File: config.mk
export PLATFORM = sky130hd
export DESIGN_NAME = blkxfer_seq
export DESIGN_NICKNAME = d
export VERILOG_FILES = /design/src/rtl/blkxfer_pkg.sv /design/src/rtl/blkxfer_rules.sv /design/src/rtl/blkxfer_pick.sv /design/src/rtl/blkxfer_regfile.sv /design/src/rtl/blkxfer_seq.sv
export SDC_FILE = /design/constraint.sdc
export NUM_CORES = 2
export LEC_CHECK = 0
export ABC_AREA = 1
export BUFFER_PORTS_ARGS = -buffer_cell sky130_fd_sc_hd__buf_2
export CAP_MARGIN = 40
export CORE_MARGIN = 4
export CORE_UTILIZATION = 50
export DETAILED_ROUTE_END_ITERATION = 10
export PLACE_DENSITY = 0.71
export SLEW_MARGIN = 10
export SYNTH_ARGS = -nofsm -noshare
export SYNTH_HDL_FRONTEND = slang
export SYNTH_SLANG_ARGS = --single-unit
File: constraint.sdc
create_clock -name clk -period 3.7 [get_ports clk]
set_clock_uncertainty 0.15 [all_clocks]
set_input_delay 0.37 -clock clk [delete_from_list [all_inputs] [get_ports clk]]
set_output_delay 0.37 -clock clk [all_outputs]
set_load 0.05 [all_outputs]
File: src/rtl/blkxfer_pkg.sv
package blkxfer_pkg;

  typedef enum logic [1:0] {
    AM_INC_AFTER  = 2'd0,
    AM_INC_BEFORE = 2'd1,
    AM_DEC_AFTER  = 2'd2,
    AM_DEC_BEFORE = 2'd3
  } addr_mode_e;

  typedef enum logic [2:0] {
    ERR_NONE     = 3'd0,
    ERR_EMPTY    = 3'd1,
    ERR_WB_BASE  = 3'd2,
    ERR_MODE     = 3'd3,
    ERR_SP_LIST  = 3'd4,
    ERR_LR_PC    = 3'd5,
    ERR_PC_ALIGN = 3'd6
  } xfer_err_e;

  typedef enum logic [1:0] {
    ST_IDLE = 2'd0,
    ST_XFER = 2'd1,
    ST_DONE = 2'd2
  } seq_state_e;

endpackage

File: src/rtl/blkxfer_rules.sv
module blkxfer_rules
  import blkxfer_pkg::*;
#(
  parameter int NREGS = 16
) (
  input  logic [NREGS-1:0]         mask,
  input  logic [$clog2(NREGS)-1:0] base_idx,
  input  addr_mode_e               mode,
  input  logic                     is_load,
  input  logic                     wb,
  input  logic                     restricted,
  output xfer_err_e                err
);
  localparam int SP_IDX = NREGS - 3;
  localparam int LR_IDX = NREGS - 2;
  localparam int PC_IDX = NREGS - 1;

  logic mode_banned;
  assign mode_banned = (mode == AM_INC_BEFORE) || (mode == AM_DEC_AFTER);

  // lowest code wins
  always_comb begin
    err = ERR_NONE;
    if (mask == '0)                                          err = ERR_EMPTY;
    else if (wb && mask[base_idx])                           err = ERR_WB_BASE;
    else if (restricted && mode_banned)                      err = ERR_MODE;
    else if (restricted && mask[SP_IDX])                     err = ERR_SP_LIST;
    else if (restricted && is_load && mask[LR_IDX] && mask[PC_IDX]) err = ERR_LR_PC;
  end
endmodule

File: src/rtl/blkxfer_pick.sv
module blkxfer_pick #(
  parameter int NREGS = 16
) (
  input  logic [NREGS-1:0]         vec,
  output logic [$clog2(NREGS)-1:0] idx,
  output logic                     any,
  output logic                     last
);
  localparam int IDXW = $clog2(NREGS);

  logic [NREGS:0]   seen;
  logic [NREGS-1:0] first_oh;

  assign seen[0] = 1'b0;
  for (genvar g = 0; g < NREGS; g++) begin : g_scan
    assign first_oh[g] = vec[g] & ~seen[g];
    assign seen[g+1]   = seen[g] | vec[g];
  end

  always_comb begin
    idx = '0;
    for (int i = 0; i < NREGS; i++) begin
      if (first_oh[i]) idx = IDXW'(i);
    end
  end

  assign any  = seen[NREGS];
  assign last = any && ((vec & ~first_oh) == '0);
endmodule

File: src/rtl/blkxfer_regfile.sv
module blkxfer_regfile #(
  parameter int NREGS = 16,
  parameter int DW    = 32
) (
  input  logic                     clk,
  input  logic                     rst_n,
  input  logic                     we,
  input  logic [$clog2(NREGS)-1:0] waddr,
  input  logic [DW-1:0]            wdata,
  input  logic [$clog2(NREGS)-1:0] raddr_a,
  output logic [DW-1:0]            rdata_a,
  input  logic [$clog2(NREGS)-1:0] raddr_b,
  output logic [DW-1:0]            rdata_b
);
  logic [DW-1:0] regs [NREGS];

  always_ff @(posedge clk or negedge rst_n) begin
    if (!rst_n) begin
      for (int i = 0; i < NREGS; i++) regs[i] <= '0;
    end else if (we) begin
      regs[waddr] <= wdata;
    end
  end

  assign rdata_a = regs[raddr_a];
  assign rdata_b = regs[raddr_b];

  AST_RF_WRITE_LANDS: assert property (@(posedge clk) disable iff (!rst_n)
    we |=> regs[$past(waddr)] == $past(wdata));
endmodule

File: src/rtl/blkxfer_seq.sv
module blkxfer_seq
  import blkxfer_pkg::*;
#(
  parameter int NREGS      = 16,
  parameter int AW         = 32,
  parameter int DW         = 32,
  parameter int WORD_BYTES = 4
) (
  input  logic                     clk,
  input  logic                     rst_n,
  input  logic                     req_valid,
  output logic                     req_ready,
  input  logic [NREGS-1:0]         req_mask,
  input  logic [AW-1:0]            req_base,
  input  logic [$clog2(NREGS)-1:0] req_base_idx,
  input  logic [1:0]               req_mode,
  input  logic                     req_load,
  input  logic                     req_wb,
  input  logic                     req_restricted,
  output logic                     mem_valid,
  input  logic                     mem_ready,
  output logic                     mem_write,
  output logic [AW-1:0]            mem_addr,
  output logic [$clog2(NREGS)-1:0] mem_idx,
  output logic [DW-1:0]            mem_wdata,
  input  logic [DW-1:0]            mem_rdata,
  input  logic                     rf_wr_en,
  input  logic [$clog2(NREGS)-1:0] rf_wr_idx,
  input  logic [DW-1:0]            rf_wr_data,
  input  logic [$clog2(NREGS)-1:0] rf_rd_idx,
  output logic [DW-1:0]            rf_rd_data,
  output logic                     done,
  output logic [2:0]               xfer_err,
  output logic                     wb_valid,
  output logic [AW-1:0]            wb_base
);
  localparam int            IDXW   = $clog2(NREGS);
  localparam int            PC_IDX = NREGS - 1;
  localparam logic [AW-1:0] STEP_V = AW'(WORD_BYTES);

  // ---- address arithmetic ----
  function automatic logic [AW-1:0] span_of(input logic [NREGS-1:0] m);
    logic [AW-1:0] n;
    n = '0;
    for (int i = 0; i < NREGS; i++) if (m[i]) n = n + AW'(1);
    return n * STEP_V;
  endfunction

  function automatic logic [AW-1:0] first_addr(input logic [AW-1:0] b,
                                               input addr_mode_e md,
                                               input logic [NREGS-1:0] m);
    logic [AW-1:0] span;
    span = span_of(m);
    case (md)
      AM_INC_AFTER:  return b;
      AM_INC_BEFORE: return b + STEP_V;
      AM_DEC_AFTER:  return b - span + STEP_V;
      default:       return b - span;
    endcase
  endfunction

  function automatic logic [AW-1:0] final_base(input logic [AW-1:0] b,
                                               input addr_mode_e md,
                                               input logic [NREGS-1:0] m);
    if (md == AM_DEC_AFTER || md == AM_DEC_BEFORE) return b - span_of(m);
    return b + span_of(m);
  endfunction

  // ---- state ----
  seq_state_e       state;
  logic [NREGS-1:0] rem_mask;
  logic [AW-1:0]    cur_addr;
  logic             load_q, wb_q, pc_fault;
  xfer_err_e        err_q, rule_err, err_now;
  logic [AW-1:0]    wb_value;

  // ---- named events ----
  logic             accept, fire, pick_any, pick_last, pc_odd_bad, seq_wr;
  logic [IDXW-1:0]  pick_idx;
  addr_mode_e       mode_in;

  assign mode_in    = addr_mode_e'(req_mode);
  assign req_ready  = (state == ST_IDLE);
  assign accept     = req_valid && req_ready;
  assign mem_valid  = (state == ST_XFER);
  assign fire       = mem_valid && mem_ready;
  assign pc_odd_bad = load_q && (pick_idx == IDXW'(PC_IDX)) && !mem_rdata[0];
  assign seq_wr     = fire && load_q && !pc_odd_bad;

  blkxfer_rules #(.NREGS(NREGS)) u_rules (
    .mask(req_mask), .base_idx(req_base_idx), .mode(mode_in),
    .is_load(req_load), .wb(req_wb), .restricted(req_restricted), .err(rule_err)
  );

  blkxfer_pick #(.NREGS(NREGS)) u_pick (
    .vec(rem_mask), .idx(pick_idx), .any(pick_any), .last(pick_last)
  );

  logic            rf_we;
  logic [IDXW-1:0] rf_waddr;
  logic [DW-1:0]   rf_wdata;

  assign rf_we    = seq_wr | rf_wr_en;
  assign rf_waddr = seq_wr ? pick_idx  : rf_wr_idx;
  assign rf_wdata = seq_wr ? mem_rdata : rf_wr_data;

  blkxfer_regfile #(.NREGS(NREGS), .DW(DW)) u_rf (
    .clk(clk), .rst_n(rst_n), .we(rf_we), .waddr(rf_waddr), .wdata(rf_wdata),
    .raddr_a(pick_idx), .rdata_a(mem_wdata), .raddr_b(rf_rd_idx), .rdata_b(rf_rd_data)
  );

  always_ff @(posedge clk or negedge rst_n) begin
    if (!rst_n) begin
      state    <= ST_IDLE;
      rem_mask <= '0;
      cur_addr <= '0;
      load_q   <= 1'b0;
      wb_q     <= 1'b0;
      pc_fault <= 1'b0;
      err_q    <= ERR_NONE;
      wb_value <= '0;
    end else begin
      case (state)
        ST_IDLE: if (accept) begin
          err_q    <= rule_err;
          load_q   <= req_load;
          wb_q     <= req_wb;
          pc_fault <= 1'b0;
          wb_value <= final_base(req_base, mode_in, req_mask);
          if (rule_err != ERR_NONE) begin
            state    <= ST_DONE;
            rem_mask <= '0;
          end else begin
            state    <= ST_XFER;
            rem_mask <= req_mask;
            cur_addr <= first_addr(req_base, mode_in, req_mask);
          end
        end
        ST_XFER: if (fire) begin
          cur_addr           <= cur_addr + STEP_V;
          rem_mask[pick_idx] <= 1'b0;
          if (pc_odd_bad) pc_fault <= 1'b1;
          if (pick_last)  state <= ST_DONE;
        end
        default: state <= ST_IDLE;
      endcase
    end
  end

  assign err_now   = (err_q == ERR_NONE && pc_fault) ? ERR_PC_ALIGN : err_q;
  assign done      = (state == ST_DONE);
  assign xfer_err  = done ? 3'(err_now) : 3'd0;
  assign wb_valid  = done && wb_q && (err_now == ERR_NONE);
  assign wb_base   = wb_value;
  assign mem_write = !load_q;
  assign mem_addr  = cur_addr;
  assign mem_idx   = pick_idx;

  // ---- assertions ----
  AST_STEP_UP: assert property (@(posedge clk) disable iff (!rst_n)
    (fire && !pick_last) |=> mem_valid && (mem_addr == $past(mem_addr) + STEP_V));

  AST_IDX_RISES: assert property (@(posedge clk) disable iff (!rst_n)
    (fire && !pick_last) |=> (mem_idx > $past(mem_idx)));

  AST_HOLD_ON_STALL: assert property (@(posedge clk) disable iff (!rst_n)
    (mem_valid && !mem_ready) |=> mem_valid && $stable(mem_addr) && $stable(mem_idx));

  AST_ILLEGAL_SKIPS: assert property (@(posedge clk) disable iff (!rst_n)
    (accept && rule_err != ERR_NONE) |=> done && !mem_valid);

  AST_DONE_PULSE: assert property (@(posedge clk) disable iff (!rst_n)
    done |=> !done && req_ready);

  AST_BUSY_BLOCKS: assert property (@(posedge clk) disable iff (!rst_n)
    mem_valid |-> !req_ready);

  AST_XFER_HAS_WORK: assert property (@(posedge clk) disable iff (!rst_n)
    mem_valid |-> pick_any);
endmodule

==> out/metrics.yaml <==
power_and_ir_drop:
  switching_power_w: 0.0245
  pwr-share-clk: 0.139
  power.density_mw_per_mm2: 967
  sw_frac_of_total: 0.473
  p_leak_nw: 24.5
  peakVddDrop_v: 0.000648
  p_total_w: 0.0518
  internal_power_w: 0.0273
  pwr-share-seq: 0.233
  pwr-share-comb: 0.628
clock_network:
  tritoncts: "built"
  cts-buffers-inserted: 70
  clock_latency_ns: 0.62
  cts.sinks: 600
  cts.root.buffer_cell: "clkbuf_16"
  clock_tree.buffer_depth: 3
  cts_max_level: 3
  path_clk_slew_ns: 0.06
timing:
  fmax_mhz: 101
  layout_setup_ws_ns: -6.24
  final_min_period_over_clock_period: 2.69
  tightest_slew_ns: 0.917
  slew_violations: 0
  finalCriticalPeriod_ns: 9.94
  slew_headroom: 0.389
  finalSetupViolations: 608
  hold_violations: 0
  rsz0062_at_grt: "true"
  setup_tns_ns: -516.53
global_route:
  grt_busiest_layer: "met2"
  grt.overflow.total: 0
  first_global_vias: 41800
  antenna_found_initial: 9
  grt_max_degree: 128
  grt_usage: 0.351
  use_met3: 0.0655
  use_met1: 0.452
  use_met2: 0.569
  grt_pass1_wl_mm: 229
setup_path:
  start_kind: "primary input"
  worst_ep_arrival_time_ns: 10.33
  rrSetupSlack_ns: -0.39
  critPathKind: "primary input to flip-flop"
  critPathLaunch: "req_mask[0]"
  worstPathMaxFanout: 4
  r2r_cells: 32
  cpPeakStageDelay_ns: 0.31
  crit_required_ns: 4.09
  critPathCaptureType: "flip-flop"
  timing.rr.end: "u_rf.regs[107]"
  crit_top_cell: "ha_4"
  rr_startpoint: "rem_mask[0]"
  slowest_stage: "ha_4"
placed_design:
  placed_cell_area_mm2: 0.0459
  dp_slack_ns: -6.61
  io_buffer_count: 273
  hpwlAfterDp_mm: 93.5
  routabilityCongestion: 0.928
  place_inst: 6829
floorplanning:
  die_w_um: 284
  dieArea_mm2: 0.0809
  dieHeight_um: 284
  num_rows: 101
  core_area_mm2: 0.0758
  start_util: 0.504
  ioPinCount: 274
status:
  status: "finished with violations"
  violations: "negative setup slack"
yosys:
  synthCells: 5359
  synth-edff-count: 0
  ys_types: 62
  synth_ff_type: "dfrtp_1"
  syn_area_mm2: 0.0382
  synth-seq-cells: 600
  ys_seq_area_frac: 0.393
  yosysWarnings: 0
  synth_largest_area_cell: "dfrtp_1"
  synth.area.top_cells: "dfrtp_1, nand2_1, o21ai_0, inv_1, a21oi_1"
  syn_avg_cell_area_um2: 7.12
  yosysMostFrequentCell: "nand2_1"
  netlist_top_cells_count: "nand2_1, o21ai_0, inv_1, dfrtp_1, a21oi_1"
  synth_top_area_frac: 0.393
  async_reset_ff_frac: 1.00
min_path:
  worstHoldPathCells: 4
  min_to: "u_rf.regs[233]"
  hold_path_class: "primary input to flip-flop"
  worstHoldStart: "rf_wr_data[9]"
route:
  first_iter_violations: 5242
  firstDrtPassIters: 7
  drc: 0
  via_per_inst: 6.09
  post_drt_wl_per_cell_um: 21.3
  wirelength_mm: 154
  antenna_left: 0
  num_vias: 44000
final_layout:
  design_area_mm2: 0.0536
  final_cells: 7227
  nets: 6377
  drive_above_1_share: 0.300
  area_growth_pct: 40.3
  fillCellCount: 5646
flow_run:
  drv_cap: 0
==> worst max-delay path by stage <==
stage                    to  slack, ns
2_1_floorplan  mem_addr[26]      -5.88
3_3_place_gp   mem_addr[25]      -6.32
3_5_place_dp   mem_addr[25]      -6.61
4_1_cts        mem_addr[30]      -5.58
5_1_grt        mem_addr[28]      -6.51
6_report       mem_addr[21]      -6.24
==> per-stage QoR <==
stage	utilization	hold WS, ns
2_1_floorplan	-	-0.0756
3_3_place_gp	0.606	0.304
3_5_place_dp	0.606	0.310
4_1_cts	0.684	0.00291
5_1_grt	0.706	0.0307
6_report	0.706	0.0233
==> power by group through the flow <==
stage                     Sequential, W  Combinational (W)  Clock (W)
final                            0.0121             0.0325    0.00721
after floorplan                  0.0127             0.0169          0
after CTS                        0.0120             0.0306    0.00728
after global routing             0.0124             0.0344    0.00755
after global placement           0.0119             0.0261          0
after detailed placement         0.0120             0.0265          0
==> area by class of cell <==
cell class	count	area, um2	share of cell area
multi-input combinational	3731	22500	0.419
sequential	600	15000	0.280
timing repair buffer	1117	9910	0.185
inverter	668	2540	0.0474
clock buffer	99	2050	0.0383
tap	978	1220	0.0228
clock inverter	28	363	0.00677
antenna	6	15.0	0.000280
==> repair_timing <==
| action | in CTS | in global routing |
|---|---|---|
| pin swaps | 208 | 238 |
| resized for setup | 369 | 361 |
| setup buffers | 203 | 60 |
| hold buffers | 47 | 0 |
| setup endpoints to repair | 608 | 608 |
| cloned | 10 | 0 |
| hold endpoints to repair | 164 | 0 |
==> cell families (layout without fill, tap and decap cells) <==
family                     count (synthesis)  in the layout  synth area share
xor gates and xnor gates                  31             31           0.00711
adders and majority gates                 55             55            0.0184
muxes                                      6              6           0.00170
buffers and inverters                   1045           1912             0.110
other                                      2             24          0.000197
DFF                                      600            600             0.393
AOI/OAI and AO/OA                       1736           1736             0.266
and+or+nand+nor                         1884           1885             0.204
==> flip-flops by register name, indices dropped and copies added, names as in the netlist <==
name / flops
u_rf.regs: 512
mem_addr: 32
wb_base: 32
rem_mask: 16
err_q: 3
state: 2
load_q: 1
pc_fault: 1
wb_q: 1
==> critical path: cells and delay by family <==
kind | cells | cell delay, ns
adders and majority gates | 14 | 3.38
buffers and inverters | 11 | 0.86
AOI/OAI and AO/OA | 10 | 1.13
xor gates and xnor gates | 1 | 0.17
and+or+nand+nor | 38 | 4.37
==> routing by layer <==
metal | vias up | share of wire | wire (um)
li1 | 19700 | - | -
met1 | 20700 | 0.38 | 57900
met2 | 2875 | 0.46 | 70600
met3 | 711 | 0.11 | 16200
met4 | 6 | 0.060 | 9190
met5 | - | 0.00022 | 34
==> layout by cell type (no fill, tap or decap), drive strengths merged, types with 2 or more instances in the layout <==
| cell type | netlist | routed |
|---|---|---|
| nand3b | 7 | 7 |
| clkbuf | 268 | 100 |
| o31ai | 4 | 4 |
| bufbuf | 0 | 3 |
| o22a | 4 | 4 |
| nor2 | 385 | 386 |
| dfrtp | 600 | 600 |
| diode | 0 | 6 |
| o21a | 8 | 8 |
| clkinvlp | 0 | 2 |
| conb | 2 | 18 |
| buf | 109 | 1066 |
| nand3 | 143 | 143 |
| a22oi | 141 | 141 |
| mux2 | 4 | 4 |
| bufinv | 0 | 4 |
| xor2 | 30 | 30 |
| o22ai | 18 | 18 |
| o211ai | 18 | 18 |
| nand2 | 1234 | 1234 |
| mux2i | 2 | 2 |
| inv | 665 | 666 |
| or2 | 21 | 21 |
| o221ai | 189 | 189 |
| o21bai | 4 | 4 |
| nor3 | 27 | 27 |
| nor4 | 7 | 7 |
| dlygate4sd3 | 0 | 47 |
| ha | 53 | 53 |
| fa | 2 | 2 |
| clkinv | 3 | 24 |
| a211oi | 2 | 2 |
| o21ai | 802 | 802 |
| a31oi | 158 | 158 |
| a21oi | 375 | 375 |
| nand4 | 57 | 57 |
| a21boi | 5 | 5 |
| a221oi | 2 | 2 |
(Power assumes the default switching activity.)
